`src/rtl/sdc_timer_pkg.sv`:
```
package sdc_timer_pkg;
  localparam int FIELD_W   = 4;
  localparam int MAX_SHIFT = (1 << FIELD_W) - 2;
  localparam int DET_LSB   = 0;
  localparam int DATA_LSB  = 4;
  localparam int BUS_BIT   = 15;

  typedef enum logic [1:0] {
    EV_NONE    = 2'd0,
    EV_INSERT  = 2'd1,
    EV_REMOVE  = 2'd2,
    EV_TIMEOUT = 2'd3
  } sdc_event_e;

  function automatic int limit_width(input int base, input int test);
    int top;
    top = base << MAX_SHIFT;
    if (test > top) top = test;
    return $clog2(top + 1);
  endfunction
endpackage

```
`src/rtl/sdc_limit_dec.sv`:
```
module sdc_limit_dec #(
  parameter int BASE = 1024,
  parameter int TEST = 256,
  parameter int W    = 25
) (
  input  logic [sdc_timer_pkg::FIELD_W-1:0] field_i,
  output logic [W-1:0]                      limit_o
);
  localparam logic [sdc_timer_pkg::FIELD_W-1:0] TEST_CODE = '1;

  always_comb begin
    if (field_i == TEST_CODE) limit_o = W'(TEST);
    else                      limit_o = W'(BASE) << field_i;
  end
endmodule

```
`src/rtl/sdc_sync.sv`:
```
module sdc_sync #(
  parameter int STAGES = 2
) (
  input  logic clk_i,
  input  logic rst_ni,
  input  logic d_i,
  output logic q_o
);
  logic [STAGES-1:0] chain_q;

  generate
    for (genvar i = 0; i < STAGES; i++) begin : g_stage
      always_ff @(posedge clk_i or negedge rst_ni) begin
        if (!rst_ni)    chain_q[i] <= 1'b0;
        else if (i == 0) chain_q[i] <= d_i;
        else            chain_q[i] <= chain_q[(i > 0) ? i-1 : 0];
      end
    end
  endgenerate

  assign q_o = chain_q[STAGES-1];
endmodule

```
`src/rtl/sdc_detect.sv`:
```
module sdc_detect #(
  parameter int W = 25
) (
  input  logic         clk_i,
  input  logic         rst_ni,
  input  logic         present_i,
  input  logic [W-1:0] limit_i,
  output logic         detected_o,
  output logic         insert_o,
  output logic         remove_o
);
  logic         prev_q, armed_q;
  logic [W-1:0] cnt_q;
  logic         rise, fall;

  assign rise = present_i & ~prev_q;
  assign fall = ~present_i & prev_q;

  always_ff @(posedge clk_i or negedge rst_ni) begin
    if (!rst_ni) begin
      prev_q     <= 1'b0;
      armed_q    <= 1'b0;
      cnt_q      <= '0;
      detected_o <= 1'b0;
      insert_o   <= 1'b0;
      remove_o   <= 1'b0;
    end else begin
      prev_q   <= present_i;
      insert_o <= 1'b0;
      remove_o <= 1'b0;
      if (rise) begin
        cnt_q   <= limit_i - W'(1);
        armed_q <= 1'b1;
      end else if (fall) begin
        armed_q    <= 1'b0;
        detected_o <= 1'b0;
        remove_o   <= 1'b1;
      end else if (armed_q) begin
        if (cnt_q == '0) begin
          armed_q    <= 1'b0;
          detected_o <= 1'b1;
          insert_o   <= 1'b1;
        end else begin
          cnt_q <= cnt_q - W'(1);
        end
      end
    end
  end
endmodule

```
`src/rtl/sdc_data_timer.sv`:
```
module sdc_data_timer #(
  parameter int W = 28
) (
  input  logic         clk_i,
  input  logic         rst_ni,
  input  logic         wait_i,
  input  logic         start_i,
  input  logic         tick_i,
  input  logic [W-1:0] limit_i,
  output logic         timeout_o
);
  logic         run_q;
  logic [W-1:0] cnt_q;

  always_ff @(posedge clk_i or negedge rst_ni) begin
    if (!rst_ni) begin
      run_q     <= 1'b0;
      cnt_q     <= '0;
      timeout_o <= 1'b0;
    end else begin
      timeout_o <= 1'b0;
      if (wait_i) begin
        cnt_q <= limit_i - W'(1);
        run_q <= 1'b1;
      end else if (start_i) begin
        run_q <= 1'b0;
      end else if (run_q && tick_i) begin
        if (cnt_q == '0) begin
          run_q     <= 1'b0;
          timeout_o <= 1'b1;
        end else begin
          cnt_q <= cnt_q - W'(1);
        end
      end
    end
  end
endmodule

```
`src/rtl/sdc_card_timers.sv`:
```
module sdc_card_timers #(
  parameter int DET_BASE    = 32'h400,
  parameter int DATA_BASE   = 32'h2000,
  parameter int TEST_CNT    = 32'h100,
  parameter int SYNC_STAGES = 2
) (
  input  logic        clk_i,
  input  logic        rst_ni,
  input  logic [15:0] option_i,
  input  logic        card_present_i,
  input  logic        data_wait_i,
  input  logic        data_start_i,
  input  logic        card_clk_en_i,
  output logic        card_detected_o,
  output logic        insert_evt_o,
  output logic        remove_evt_o,
  output logic        data_timeout_o,
  output logic        bus_1bit_o
);
  import sdc_timer_pkg::*;

  localparam int DET_W  = limit_width(DET_BASE, TEST_CNT);
  localparam int DATA_W = limit_width(DATA_BASE, TEST_CNT);

  logic [DET_W-1:0]  det_limit;
  logic [DATA_W-1:0] data_limit;
  logic              present_sync;

  sdc_limit_dec #(.BASE(DET_BASE), .TEST(TEST_CNT), .W(DET_W)) u_det_lim (
    .field_i (option_i[DET_LSB +: FIELD_W]),
    .limit_o (det_limit)
  );

  sdc_limit_dec #(.BASE(DATA_BASE), .TEST(TEST_CNT), .W(DATA_W)) u_data_lim (
    .field_i (option_i[DATA_LSB +: FIELD_W]),
    .limit_o (data_limit)
  );

  sdc_sync #(.STAGES(SYNC_STAGES)) u_sync (
    .clk_i  (clk_i),
    .rst_ni (rst_ni),
    .d_i    (card_present_i),
    .q_o    (present_sync)
  );

  sdc_detect #(.W(DET_W)) u_detect (
    .clk_i      (clk_i),
    .rst_ni     (rst_ni),
    .present_i  (present_sync),
    .limit_i    (det_limit),
    .detected_o (card_detected_o),
    .insert_o   (insert_evt_o),
    .remove_o   (remove_evt_o)
  );

  sdc_data_timer #(.W(DATA_W)) u_data (
    .clk_i     (clk_i),
    .rst_ni    (rst_ni),
    .wait_i    (data_wait_i),
    .start_i   (data_start_i),
    .tick_i    (card_clk_en_i),
    .limit_i   (data_limit),
    .timeout_o (data_timeout_o)
  );

  assign bus_1bit_o = option_i[BUS_BIT];
endmodule

```
`config.mk`:
```
export PLATFORM = sky130hd
export DESIGN_NAME = sdc_card_timers
export DESIGN_NICKNAME = d
export VERILOG_FILES = /design/src/rtl/sdc_timer_pkg.sv /design/src/rtl/sdc_limit_dec.sv /design/src/rtl/sdc_sync.sv /design/src/rtl/sdc_detect.sv /design/src/rtl/sdc_data_timer.sv /design/src/rtl/sdc_card_timers.sv
export SDC_FILE = /design/constraint.sdc
export NUM_CORES = 1
export LEC_CHECK = 0
export ABC_AREA = 1
export CORE_MARGIN = 2
export CORE_UTILIZATION = 55
export CTS_BUF_LIST = sky130_fd_sc_hd__clkbuf_8 sky130_fd_sc_hd__clkbuf_16
export CTS_CLUSTER_DIAMETER = 150
export CTS_CLUSTER_SIZE = 25
export DETAILED_ROUTE_END_ITERATION = 7
export PLACE_DENSITY_LB_ADDON = 0.25
export SETUP_SLACK_MARGIN = 0.05
export SYNTH_ARGS = -nofsm -noshare
export SYNTH_HDL_FRONTEND = slang
export SYNTH_SLANG_ARGS = --single-unit
```
`constraint.sdc`:
```
create_clock -name clk_i -period 2.7 [get_ports clk_i]
set_clock_uncertainty 0.1 [all_clocks]
set_input_delay 0.405 -clock clk_i [delete_from_list [all_inputs] [get_ports clk_i]]
set_output_delay 0.405 -clock clk_i [all_outputs]
set_load 0.005 [all_outputs]
```
==> metrics <==
outcome=finished, final reports clean; Yosys reg bits=62; CTS clock-pin slew for the worst setup and hold paths=80 ps; Area Overhead vs Synth=12.0%; Slew @ Worst Pin=407 ps; drt total wl=10600 um; Primary FF master, synth=dfrtp_1; CP Max Fanout=24; maxcap violations=0; most frequent cell on the critical path=nand2_1; nets@finish=710; CP cell instances=inv_1, nand2_2, buf_12, nor2_4, nand2_1, nand2_1, nor2_2, nand2_1, nor2_2, or2_1, nand3_1, nand2_1; Post-Layout Cell Count=793; IO Port Bufs=17; Die H=93.4 um; number of CTS-inserted buffers=9; f_max=425 MHz; total die area=0.00872 sq mm; GRT Residual Overflow=0; wire per inst=13.3 um; Setup TNS=0 ps; I/O Pins=27; Worst EP required=2820 ps; ant diodes=0; final hold violations=0; static leakage=2.51 nW; async set-reset flop share out of synthesis=1.00; Seq/Total Area, Yosys=0.353; fin. max-slew vios=0; clk sinks=62; vias in the first global route=4011; Initial Utilization=0.568; syn avg cell area=6.63 sq um; first-pass GRT wire length=17800 um; Yosys cell types=38; root buffer cell=clkbuf_8; gr usage total=0.259; largest net degree at the start of global routing=58; DR iter-0 viols=230; Post-synth EDFFs=0; slowest stage cell, crit path=dfrtp_1; WP buf/inv=2; Core Area=0.00773 sq mm; Syn. warnings=0; syn_nets=687; worst slack, placed=102 ps; vias=4301; final setup vio count=0; Syn Std Cell Area=0.00439 sq mm; # fillers=684; crit path time final=2350 ps; share of layout cells above drive strength 1=0.0897; FP Rows=32; Crit Path Class=reg -> reg; crit path capture type=register; Hold WC Path Type=reg -> reg; Post-CTS Setup Inserts=0; CP max stage delay=390 ps; TritonCTS clock tree=yes; crit share post-route=0.871; via/cell ratio=5.42; Post-Syn Instances=663; Crit path max-delay family=simple AND/OR/NAND/NOR gates; Worst VDD drop=516 uV; Worst setup SP type=register; fin worst setup slack=347 ps; initial antenna violation count=0; H-tree level count=3; Final Wtd Congestion=0.984; P per Cell Area=905 mW/mm^2; post-DP HPWL=7810 um; Slew headroom=0.726; DR DRC count=0; dpl cells=776; Die W=93.4 um; worst-skew pair later-pin latency=340 ps; clock buffer depth=2; CP Data Arrival Time=2470 ps; drt pass-1 iters=4; RSZ-0062 raised after global routing=no; antenna viol nets, final=0
[layout make-up]
class                      count  area, sq um  area share
tap                          102          128      0.0259
clock buffer                  10          138      0.0280
multi-input combinational    518         2480       0.505
clock inverter                 6         85.1      0.0173
inverter                      65          244      0.0496
sequential                    62         1550       0.315
timing repair buffer          30          290      0.0590
[sequential cells by signal, summed over array words and instances, names as in the netlist]
signal / count
u_detect.prev_q: 1
u_detect.armed_q: 1
u_sync.q_o: 1
u_detect.remove_o: 1
u_sync.chain_q: 1
u_detect.detected_o: 1
u_detect.cnt_q: 25
u_data.timeout_o: 1
u_detect.insert_o: 1
u_data.cnt_q: 28
u_data.run_q: 1
[layout by cell type (no fill, tap or decap), types with 2 or more instances in the layout]
cell type        synthesis  routed
dfrtp_1                 62      62
nand3_1                 84      84
clkdlybuf4s50_1          0      16
nand3b_1                 5       5
buf_4                    2      10
buf_12                   0       2
o21ai_0                 11      11
xor2_1                  15      15
nand2_1                199     199
nand2_2                  5       5
nand4_1                  7       7
o22ai_1                  5       5
nor2_4                   6       6
inv_1                   63      64
o21ai_1                 23      23
clkbuf_8                 0      10
o21ai_2                  2       2
a21oi_1                  8       8
nor2_1                 104     104
ha_1                     2       2
nor2_2                  10      10
o211ai_1                 4       4
bufinv_16                0       2
nor3_1                   4       4
nand3_2                  4       4
or2_1                    3       3
inv_2                    2       2
o21bai_1                 7       7
[where the power goes]
group          internal, W  switching, W
clock network     0.000544      0.000387
logic             0.000720       0.00136
registers          0.00122      0.000219
[worst register-to-register path, stage by stage (launching register included)]
cell and delay [ps]:
dfrtp_1 390, inv_1 140, nand2_2 260, buf_12 260, nor2_4 210, nand2_1 90, nand2_1 160, nor2_2 90
nand2_1 100, nor2_2 60, or2_1 210, nand3_1 100, nand2_1 70
[cell families (layout without fill, tap and decap cells)]
family,after synthesis,count (layout),share of synthesized area
buf+inv,83,111,0.0817
fa+ha+maj,2,2,0.00570
flops,62,62,0.353
xor+xnor,16,16,0.0319
simple gates,436,436,0.440
compound gates,64,64,0.0874
[metal layers]
metal,vias to the layer above,global-route usage,part of all wire
li1,2172,-,-
met1,1975,0.309,0.42
met2,142,0.472,0.51
met3,12,0.0492,0.062
met4,0,0.0748,0.012
met5,-,0,0
[cells in the mapped netlist, drive strengths merged, types with 4 or more instances]
library cell  instances  share of area
o22ai                 5         0.0071
o21ai                37          0.046
dfrtp                62           0.35
o21bai                8          0.015
a21oi                 8         0.0091
nor3                  5         0.0083
or2                   4         0.0057
xor2                 15          0.030
o211ai                4         0.0068
nand3                89           0.11
nor2                120           0.12
nand4                 7          0.010
inv                  65          0.056
buf                  16          0.024
nand2               204           0.18
nand3b                5         0.0085
[through the flow]
step                total power, W   util  hold slack (ps)  instance area (sq um)
finish                     0.00445  0.636              263                   4920
global route               0.00482  0.636              268                   4920
CTS                        0.00445  0.636              265                   4920
detailed placement         0.00351  0.606              146                   4690
global placement           0.00344  0.606              145                   4690
floorplan                  0.00303      -             9.41                   4390
[worst paths after layout]
| check | startpoint | endpoint | slack (ps) | cells after the start |
|---|---|---|---|---|
| worst max register to register | u_detect.prev_q | u_detect.cnt_q[14] | 350 | 12 |
| worst max-delay path | u_detect.prev_q | u_detect.cnt_q[14] | 350 | 12 |
| min in group asynchronous | rst_ni | u_detect.cnt_q[12] | 310 | 2 |
| worst min-delay path | u_sync.chain_q[0] | u_sync.q_o | 260 | 0 |
| max in group asynchronous | rst_ni | u_data.cnt_q[9] | 1640 | 3 |
| worst min register to register | u_sync.chain_q[0] | u_sync.q_o | 260 | 0 |
[timing repair]
| action | in CTS | in global routing |
|---|---|---|
| setup endpoints to repair | 0 | 0 |
| hold endpoints to repair | 5 | 0 |
| resized for setup | 0 | 0 |
| hold buffers | 1 | 0 |
(Power assumes the default switching activity.)
